==> config.mk <==
export PLATFORM = sky130hd
export DESIGN_NAME = tree_barrier
export DESIGN_NICKNAME = d
export VERILOG_FILES = /design/src/rtl/tree_barrier_pkg.sv /design/src/rtl/tbar_arrival_detect.sv /design/src/rtl/tbar_pair_combine.sv /design/src/rtl/tbar_release_fanout.sv /design/src/rtl/tree_barrier.sv
export SDC_FILE = /design/constraint.sdc
export NUM_CORES = 1
export LEC_CHECK = 0
export BUFFER_PORTS_ARGS = -buffer_cell sky130_fd_sc_hd__buf_2
export CORE_AREA = 2 2 39 41
export CTS_BUF_LIST = sky130_fd_sc_hd__clkbuf_8
export CTS_CLUSTER_DIAMETER = 30
export DETAILED_ROUTE_END_ITERATION = 12
export DIE_AREA = 0 0 41 43
export SYNTH_ARGS = -nofsm -noshare
export SYNTH_HDL_FRONTEND = slang
export SYNTH_SLANG_ARGS = --single-unit
==> constraint.sdc <==
create_clock -name clk -period 1.6 [get_ports clk]
set_clock_uncertainty 0.15 [all_clocks]
set_input_delay 0.16 -clock clk [delete_from_list [all_inputs] [get_ports clk]]
set_output_delay 0.16 -clock clk [all_outputs]
set_load 0.05 [all_outputs]
==> src/rtl/tree_barrier_pkg.sv <==
package tree_barrier_pkg;

    // true when n is a power of two and at least 2
    function automatic bit is_pow2(input int unsigned n);
        return (n >= 2) && ((n & (n - 1)) == 0);
    endfunction

    // number of live combining nodes at tree level lv (lv >= 1)
    function automatic int unsigned nodes_at(input int unsigned procs, input int unsigned lv);
        return procs >> lv;
    endfunction

endpackage

==> src/rtl/tbar_arrival_detect.sv <==
module tbar_arrival_detect #(
    parameter int unsigned NUM_PROCS = 8
) (
    input  logic [NUM_PROCS-1:0] tgl_i,
    input  logic                 sense_i,
    output logic [NUM_PROCS-1:0] arrived_o
);

    // a processor has arrived once its toggle moved away from the episode sense
    assign arrived_o = tgl_i ^ {NUM_PROCS{sense_i}};

endmodule

==> src/rtl/tbar_pair_combine.sv <==
module tbar_pair_combine
    import tree_barrier_pkg::*;
#(
    parameter int unsigned NUM_PROCS = 8,
    localparam int unsigned LEVELS = $clog2(NUM_PROCS),
    localparam int unsigned HALF   = NUM_PROCS / 2
) (
    input  logic [NUM_PROCS-1:0]          arrived_i,
    input  logic [LEVELS-1:0][HALF-1:0]   done_q_i,
    output logic [LEVELS-1:0][HALF-1:0]   comb_d_o
);

    // the root register and idle slots are read here only to keep every bit accounted for
    logic unused_done;
    assign unused_done = ^done_q_i;

    // level lv node n represents processor n << lv; children are nodes 2n and 2n+1 one level below
    for (genvar lv = 1; lv <= LEVELS; lv++) begin : g_lvl
        for (genvar n = 0; n < HALF; n++) begin : g_node
            if (n < nodes_at(NUM_PROCS, lv)) begin : g_live
                if (lv == 1) begin : g_leaf
                    assign comb_d_o[0][n] = arrived_i[2*n] & arrived_i[2*n+1];
                end else begin : g_inner
                    assign comb_d_o[lv-1][n] = done_q_i[lv-2][2*n] & done_q_i[lv-2][2*n+1];
                end
            end else begin : g_idle
                assign comb_d_o[lv-1][n] = 1'b0;
            end
        end
    end

endmodule

==> src/rtl/tbar_release_fanout.sv <==
module tbar_release_fanout #(
    parameter int unsigned NUM_PROCS = 8,
    localparam int unsigned LEVELS = $clog2(NUM_PROCS)
) (
    input  logic                 root_i,
    output logic [NUM_PROCS-1:0] release_o
);

    logic [LEVELS:0][NUM_PROCS-1:0] rel_lvl;

    // down-sweep: every node forwards the release of its parent at the level above
    for (genvar lv = 0; lv <= LEVELS; lv++) begin : g_lvl
        for (genvar n = 0; n < NUM_PROCS; n++) begin : g_node
            if (lv == LEVELS) begin : g_root
                if (n == 0) begin : g_top
                    assign rel_lvl[lv][n] = root_i;
                end else begin : g_pad
                    assign rel_lvl[lv][n] = 1'b0;
                end
            end else if (n < (NUM_PROCS >> lv)) begin : g_live
                assign rel_lvl[lv][n] = rel_lvl[lv+1][n>>1];
            end else begin : g_idle
                assign rel_lvl[lv][n] = 1'b0;
            end
        end
    end

    logic unused_rel;
    assign unused_rel = ^rel_lvl[LEVELS:1];

    assign release_o = rel_lvl[0];

endmodule

==> src/rtl/tree_barrier.sv <==
module tree_barrier
    import tree_barrier_pkg::*;
#(
    parameter int unsigned NUM_PROCS = 8
) (
    input  logic                 clk,
    input  logic                 rst_n,
    input  logic [NUM_PROCS-1:0] arrive_tgl_i,
    output logic [NUM_PROCS-1:0] release_o,
    output logic                 sense_o
);

    localparam int unsigned LEVELS = $clog2(NUM_PROCS);
    localparam int unsigned HALF   = NUM_PROCS / 2;

    typedef struct packed {
        logic                        sense;
        logic [LEVELS-1:0][HALF-1:0] done;
    } state_t;

    state_t st_d, st_q;

    logic [NUM_PROCS-1:0]        arrived;
    logic [LEVELS-1:0][HALF-1:0] comb_d;
    logic                        root_d;

    tbar_arrival_detect #(.NUM_PROCS(NUM_PROCS)) u_arrive (
        .tgl_i     (arrive_tgl_i),
        .sense_i   (st_q.sense),
        .arrived_o (arrived)
    );

    tbar_pair_combine #(.NUM_PROCS(NUM_PROCS)) u_combine (
        .arrived_i (arrived),
        .done_q_i  (st_q.done),
        .comb_d_o  (comb_d)
    );

    tbar_release_fanout #(.NUM_PROCS(NUM_PROCS)) u_fanout (
        .root_i    (st_q.done[LEVELS-1][0]),
        .release_o (release_o)
    );

    assign root_d = comb_d[LEVELS-1][0];

    always_comb begin
        st_d      = st_q;
        st_d.done = comb_d;
        if (root_d) begin
            // episode completes: flip sense and wipe the partial combinations below the root
            st_d.sense = ~st_q.sense;
            for (int lv = 0; lv < int'(LEVELS) - 1; lv++) begin
                st_d.done[lv] = '0;
            end
        end
    end

    always_ff @(posedge clk) begin
        if (!rst_n) begin
            st_q <= '0;
        end else begin
            st_q <= st_d;
        end
    end

    assign sense_o = st_q.sense;

endmodule

==> flow_summary.json <==
{
  "numCtsBuffers": 3,
  "path_buf_inv": 1,
  "arrival_ps": 960,
  "startpoint_type": "flip-flop",
  "drtIter0Drc": 5,
  "insertion_delay_ps": 230,
  "drv_slew": 0,
  "synth_cell_types": 10,
  "synthFlopType": "dfxtp_1",
  "cp_top_family": "flip-flops",
  "track_usage": 0.0916,
  "synthCells": 36,
  "min_period_over_period": 0.796,
  "cts_root_buffer": "clkbuf_8",
  "hpwl_um": 453,
  "syn2layout_area_growth_pct": 24.9,
  "first_pass_iters": 3,
  "io_pins": 19,
  "seq_area_frac_synth": 0.437,
  "async_reset_ff_frac": 0,
  "die_y_um": 43,
  "synth_top_area_frac": 0.437,
  "power.density_mw_per_mm2": 1030,
  "start_util": 0.265,
  "path_cells": "buf_2",
  "tritoncts": "yes",
  "nFillCells": 143,
  "ys_top_cells_by_area": "dfxtp_1 44%, buf_4 16%, or3b_1 9.6%, nand3b_1 8.2%, a21oi_1 5.5%",
  "post-cts-setup-buffers": 0,
  "core_area_mm2": 0.00138,
  "path_class": "flip-flop to output pin",
  "status": "complete, no violations",
  "grt_pass1_wl_um": 979,
  "syn_area_per_cell_um2": 10.2,
  "finalSetupViolations": 0,
  "critPathSlowestCell": "dfxtp_1",
  "synth_common_cells": "8 x buf_4, 8 x dfxtp_1, 4 x a21oi_1, 4 x nand3b_1, 4 x or3b_1",
  "antenna_cells": 0,
  "drc_errors": 0,
  "critPathMaxFanout": 11,
  "grt_max_degree": 12,
  "min_path_type": "input port to flip-flop",
  "fin_crit_ps": 1270,
  "clkTransAtPathRegs_ps": 40,
  "cts_max_path_buffers": 2,
  "routed_wl_um": 601,
  "setup_tns_ps": 0,
  "die_area_mm2": 0.00176,
  "grt_setup_unrepaired": "false",
  "gp_congestion": 0.580,
  "hold_viol": 0,
  "critPathMaxStageDelay_ps": 430,
  "tightest_slew_ps": 249,
  "via_per_inst": 4.52,
  "nNetsFinal": 61,
  "cts_resized": 0,
  "worstSetupEndpointType": "output pin",
  "chipWidth_um": 41,
  "cts.sinks": 8,
  "ir_drop_mv": 0.347,
  "ys_warn_count": 0,
  "p_leak_nw": 0.225,
  "h-tree-depth": 1,
  "grt_pass1_vias": 235,
  "slew_headroom": 0.835,
  "drive_gt1_frac": 0.469,
  "grt_remaining_overflow": 0,
  "synth.net_count": 46,
  "netlist_area_um2": 367,
  "synth_largest_area_cell": "dfxtp_1",
  "synth_edf_count": 0,
  "num_rows": 14,
  "crit_required_ps": 1290,
  "antenna_found_initial": 0,
  "holdBufCountCts": 0,
  "ys_ff_latch": 8,
  "max_freq_ghz": 0.785,
  "vias": 294,
  "totalPowerFinal_mw": 0.470,
  "wire_per_inst_um": 9.25,
  "port_buffers": 18,
  "ant_nets": 0,
  "maxCapViolations": 0
}
## per-layer routing
layer | track usage | vias up | share of wire
li1 | - | 146 | -
met1 | 0.107 | 123 | 0.47
met2 | 0.0969 | 21 | 0.36
met3 | 0.0471 | 4 | 0.13
met4 | 0.120 | 0 | 0.037
met5 | 0 | - | 0
## area by class of cell
| type | instances | area, µm² | area share |
|---|---|---|---|
| flip-flops and latches | 8 | 160 | 0.350 |
| multi-input cells | 20 | 146 | 0.320 |
| repair buffers | 18 | 90.1 | 0.197 |
| clock buffers | 3 | 41.3 | 0.0902 |
| well taps | 16 | 20.0 | 0.0437 |
## cell families (layout without fill, tap and decap cells)
kind of cell	after synthesis	count (layout)	synth area share
flip-flops	8	8	0.437
AO/OA/AOI/OAI	8	8	0.143
AND/OR/NAND/NOR	12	12	0.256
buffers and inverters	8	21	0.164
## sequential cells by signal, summed over array words and instances, names as in the netlist
signal	count
sense_o	1
st_q	7
## where the power goes
| group | switching, mW | internal (mW) |
|---|---|---|
| registers | 0.00102 | 0.205 |
| logic | 0.00973 | 0.0130 |
| clock network | 0.0788 | 0.163 |
## metrics by stage
| stage | instance area (µm²) | cells | setup WS (ps) | utilization | hold slack, ps |
|---|---|---|---|---|---|
| 2_1_floorplan | 367 | 36 | 198 | - | 127 |
| 5_1_grt | 458 | 65 | 250 | 0.331 | 38.3 |
| 6_report | 458 | 65 | 326 | 0.331 | 24.3 |
| 3_5_place_dp | 417 | 62 | 454 | 0.301 | 257 |
| 3_3_place_gp | 417 | 62 | 481 | 0.301 | 269 |
| 4_1_cts | 458 | 65 | 314 | 0.331 | 25.6 |
## path summary, 6_finish.rpt
path	start	end	slack, ps	cells past startpoint
worst max-delay path	sense_o	sense_o	330	1
worst min-delay path	rst_n	sense_o	20	2
worst max register to register	sense_o	st_q[0]	460	2
worst min register to register	st_q[1]	st_q[4]	300	1
## layout by cell type (no fill, tap or decap)
master    count
a21bo_2       1
nand3b_1      4
or3b_1        4
a21boi_0      2
and3_1        3
and3b_2       1
o21a_1        1
a21oi_1       4
dfxtp_1       8
buf_2        18
clkbuf_8      3
Power figures use the tool's default switching activity.
